[config.mk]
export PLATFORM = sky130hd
export DESIGN_NAME = iso_chan_filter
export DESIGN_NICKNAME = d
export VERILOG_FILES = /design/src/rtl/iso_chan_filter.sv
export SDC_FILE = /design/constraint.sdc
export NUM_CORES = 1
export LEC_CHECK = 0
export BUFFER_PORTS_ARGS = -buffer_cell sky130_fd_sc_hd__buf_4
export CORE_MARGIN = 1.5
export CORE_UTILIZATION = 30
export DETAILED_ROUTE_END_ITERATION = 7
export HOLD_SLACK_MARGIN = 0.08
export PLACE_DENSITY = 0.83
export SETUP_SLACK_MARGIN = 0.5
export SLEW_MARGIN = 0
export SYNTH_ARGS = -nofsm -noshare
export SYNTH_HDL_FRONTEND = slang
export SYNTH_SLANG_ARGS = --single-unit
[constraint.sdc]
create_clock -name clk -period 1.7 [get_ports clk]
set_clock_uncertainty 0.15 [all_clocks]
set_input_delay 0.085 -clock clk [delete_from_list [all_inputs] [get_ports clk]]
set_output_delay 0.085 -clock clk [all_outputs]
set_load 0.005 [all_outputs]
[src/rtl/iso_chan_filter.sv]
module iso_chan_filter #(
  parameter int CHAN_W    = 6,
  parameter int TAG_W     = 2,
  parameter int SY_W      = 4,
  parameter logic [3:0] ISO_TCODE = 4'hA
) (
  input  logic              clk,
  input  logic              rst_n,
  input  logic              hdr_valid,
  input  logic [31:0]       hdr_word,
  input  logic              port1_en,
  input  logic [CHAN_W-1:0] port1_chan,
  input  logic [TAG_W-1:0]  port1_tag,
  input  logic              port2_en,
  input  logic [CHAN_W-1:0] port2_chan,
  input  logic [TAG_W-1:0]  port2_tag,
  input  logic              tag_qual_en,
  input  logic              take_all,
  input  logic [SY_W-1:0]   sync_pattern,
  input  logic              dm_rx_en,
  input  logic              dm_async,
  output logic              pkt_accept,
  output logic              hit_port1,
  output logic              hit_port2,
  output logic              predata_pulse
);
  localparam int SY_LO   = 0;
  localparam int TC_LO   = SY_LO + SY_W;
  localparam int CH_LO   = TC_LO + 4;
  localparam int TAG_LO  = CH_LO + CHAN_W;

  logic [CHAN_W-1:0] h_chan;
  logic [TAG_W-1:0]  h_tag;
  logic [3:0]        h_tcode;
  logic [SY_W-1:0]   h_sy;
  logic              is_iso, m1, m2, acc_n;

  assign h_sy    = hdr_word[SY_LO +: SY_W];
  assign h_tcode = hdr_word[TC_LO +: 4];
  assign h_chan  = hdr_word[CH_LO +: CHAN_W];
  assign h_tag   = hdr_word[TAG_LO +: TAG_W];
  assign is_iso  = (h_tcode == ISO_TCODE);

  assign m1 = is_iso && port1_en && (h_chan == port1_chan) &&
              (!tag_qual_en || (h_tag == port1_tag));
  assign m2 = is_iso && port2_en && (h_chan == port2_chan) &&
              (!tag_qual_en || (h_tag == port2_tag));
  assign acc_n = m1 || m2 || (is_iso && take_all);

  always_ff @(posedge clk or negedge rst_n) begin
    if (!rst_n) begin
      pkt_accept    <= 1'b0;
      hit_port1     <= 1'b0;
      hit_port2     <= 1'b0;
      predata_pulse <= 1'b0;
    end else begin
      predata_pulse <= 1'b0;
      if (hdr_valid) begin
        pkt_accept    <= acc_n;
        hit_port1     <= m1;
        hit_port2     <= m2 && !m1;
        predata_pulse <= acc_n && (h_sy == sync_pattern) && dm_rx_en && !dm_async;
      end
    end
  end

  p_hit_excl_r6: assert property (@(posedge clk) disable iff (!rst_n)
    $onehot0({hit_port1, hit_port2}));

  p_hit_accept_r3: assert property (@(posedge clk) disable iff (!rst_n)
    (hit_port1 || hit_port2) |-> pkt_accept);

  p_hold_r7: assert property (@(posedge clk) disable iff (!rst_n)
    !$past(hdr_valid) |-> ($stable(pkt_accept) && $stable(hit_port1) && $stable(hit_port2)));

  p_pulse_src_r8: assert property (@(posedge clk) disable iff (!rst_n)
    predata_pulse |-> ($past(hdr_valid) && pkt_accept));

  p_no_async_pulse_r9: assert property (@(posedge clk) disable iff (!rst_n)
    $past(dm_async || !dm_rx_en) |-> !predata_pulse);

  p_take_all_r5: assert property (@(posedge clk) disable iff (!rst_n)
    $past(hdr_valid && take_all && (hdr_word[7:4] == ISO_TCODE)) |-> pkt_accept);

  p_non_iso_r2: assert property (@(posedge clk) disable iff (!rst_n)
    $past(hdr_valid && (hdr_word[7:4] != ISO_TCODE)) |-> !pkt_accept && !predata_pulse);
endmodule

==> flow_metrics.tcl <==
set metrics [dict create \
    status "finished, final reports clean" \
    tightest_slew_ns 0.232 \
    final_common_cell "buf_4" \
    ys.warnings.count 0 \
    synth-simple-area-share_pct 21.4 \
    grt_pass1_vias 641 \
    dr.pass1.iters 2 \
    avgSynthCellArea_um2 9.18 \
    crit_type "input port to flop" \
    max_freq_ghz 0.850 \
    layout_common_cells "48 x buf_4, 19 x xnor2_1, 11 x dlygate4sd3_1" \
    fp.dieH_um 40.9 \
    cp_max_fo 1 \
    cp_slowest_cell "dlygate4sd3_1" \
    cts-root-buf "clkbuf_4" \
    switching_share_pct 25.2 \
    worst_ep_required_time_ns 1.71 \
    grt_usage_pct 23.5 \
    cts.sinks 4 \
    hold_buffers 11 \
    reg2reg_slack_ns 0.79 \
    holdWs_ns 0.0800 \
    nets 172 \
    synth_area_um2 432 \
    antenna_found_initial 0 \
    grt_pass1_wl_mm 2.49 \
    port_buffers 48 \
    ant_nets 0 \
    drt_iter0_markers 2 \
    arrival_ns 1.19 \
    synth_mux_area_share_pct 2.61 \
    critPathMaxStageDelay_ns 0.54 \
    remaining_drc_errors 0 \
    cts_htree_levels 1 \
    overflow 0 \
    multiInputGateArea_um2 337 \
    leakagePower_uw 0.000429 \
    num_rows 13 \
    fp.dieArea_um2 1680 \
    start_util_pct 32.8 \
    place_congestion 0.760 \
    final_util_pct 72.3 \
    slew_viol_final 0 \
    ctsLongestPathBuffers 2 \
    vias_per_cell 4.69 \
    grt_max_degree 6 \
    synthCells 47 \
    die_x_um 40.9 \
    syn_to_final_growth_pct 121 \
    regArea_um2 100 \
    vias 582 \
    synth.distinct_cells 18 \
    fin_setup_tns_ns 0 \
    n_fill_cell 108 \
    io_pins 65 \
    setup_viol 0 \
    cap_violations 0 \
    clkLatencyLatePin_ns 0.24 \
    p_switching_uw 100 \
    path_cells "dlygate4sd3_1 > buf_4 > xnor2_1 > nand4_1 > a21oi_2" \
    cp-start-kind "input port" \
    wl_mm 1.59 \
    power_uw 396 \
    core_area_um2 1320 \
    power_frac_seq_pct 24.9 \
    p_int_uw 297 \
    synthXorXnorAreaFrac_pct 40.6 \
    path_delay_family "buffers and inverters" \
    path_clk_slew_ns 0.04 \
    period_minus_slack_ns 1.18 \
    yosysSeqAreaShare_pct 23.2 \
    routedWlPerCell_um 12.8 \
    period_share_pct 69.2 \
    hp-class "input port to flop" \
    synth_top_family_by_area "XOR/XNOR gates" \
    hpwl_mm 1.14 \
    crit_buf_inv 2 \
    power_density_nw_per_um2 416 \
    synth_compound_area_share_pct 11.3 \
    yosys.area_share.adder_pct 0 \
    critPathCaptureType "flop" \
    combPwrFrac_pct 45.3 \
    antenna_cells 0 \
    cts_made_buffers 3 \
    slew_headroom_pct 84.4 \
    drive_gt1_share_pct 53.2 \
    peakVddDrop_mv 0.298 \
    rsz0062_at_grt "true" \
    ys_ff_latch 4 \
    synthesis.nets 108 \
    tritoncts "done" \
    hold_viol 0 \
    clkPwrFrac_pct 29.8 \
    post-cts-setup-buffers 0 \
]
[registers in the layout (all words and copies together) (netlist names)]
| signal | flops |
|---|---|
| hit_port1 | 1 |
| hit_port2 | 1 |
| pkt_accept | 1 |
| predata_pulse | 1 |
[kinds of logic (layout without fill, tap and decap cells)]
| group | count (synthesis) | after routing |
|---|---|---|
| buf+inv | 1 | 63 |
| xor+xnor | 20 | 20 |
| compound gates | 6 | 6 |
| flops | 4 | 4 |
| simple gates | 15 | 15 |
| mux | 1 | 1 |
[worst min-delay path: cells and delay by family]
family | cells | cell delay (ns)
buffers and inverters | 1 | 0.08
AOI/OAI and AO/OA | 2 | 0.25
[per-layer routing]
metal | vias to the layer above | wire length, um | GRT usage (%)
li1 | 293 | - | -
met1 | 258 | 551 | 20.4
met3 | 2 | 130 | 12.0
met5 | - | 0 | 0
met4 | 0 | 19 | 6.67
met2 | 29 | 889 | 45.7
[synth_stat cells]
master,number,area share [%]
o31a_1,1,2.0
nand2_2,1,1.5
nor3_2,1,2.3
nand4_1,7,10
a31oi_1,1,1.5
dfrtp_1,4,23
and4bb_1,1,2.9
xnor2_1,19,39
inv_1,1,0.87
mux2_2,1,2.6
a211o_1,1,2.0
a21boi_1,1,1.7
o31ai_2,1,2.9
nor2_1,1,0.87
nor3_1,1,1.2
a21oi_1,1,1.2
nand2_1,3,2.6
xor2_1,1,2.0
[final timing paths]
| check | startpoint | end | cells after the start |
|---|---|---|---|
| max | sync_pattern[1] | predata_pulse$_DFF_PN0_ | 5 |
| min | tag_qual_en | hit_port2$_DFFE_PN0P_ | 3 |
| max reg2reg | hit_port1$_DFFE_PN0P_ | hit_port1$_DFFE_PN0P_ | 1 |
| min reg2reg | hit_port2$_DFFE_PN0P_ | hit_port2$_DFFE_PN0P_ | 2 |
| max in group asynchronous | rst_n | hit_port1$_DFFE_PN0P_ | 3 |
| min in group asynchronous | rst_n | hit_port2$_DFFE_PN0P_ | 3 |
[what timing repair did]
| item | in CTS | in global routing |
|---|---|---|
| hold endpoints to repair | 8 | 2 |
| setup endpoints to repair | 0 | 3 |
| resized for setup | 0 | 3 |
[power groups by stage]
stage,registers [uW],logic [uW],clock network [uW]
floorplan,99.9,56.8,0
global placement,99.8,153,0
global route,98.7,197,138
detailed placement,99.8,156,0
finish,98.7,180,118
CTS,98.6,176,124
[per-stage QoR]
stage	instance area (um2)	cells	worst slack [ns]
final	952	124	0.524
after global routing	952	124	0.470
after CTS	943	124	0.518
after detailed placement	811	110	0.303
after global placement	811	110	0.314
after floorplan	432	47	0.532
[final cells by class]
cell class                 instances  area share (%)
clock buffer                       3            2.37
inverter                           1           0.394
multi-input combinational         42            35.3
sequential                         4            10.5
tap                               15            1.97
timing repair buffer              59            49.4
(Power assumes the default switching activity.)
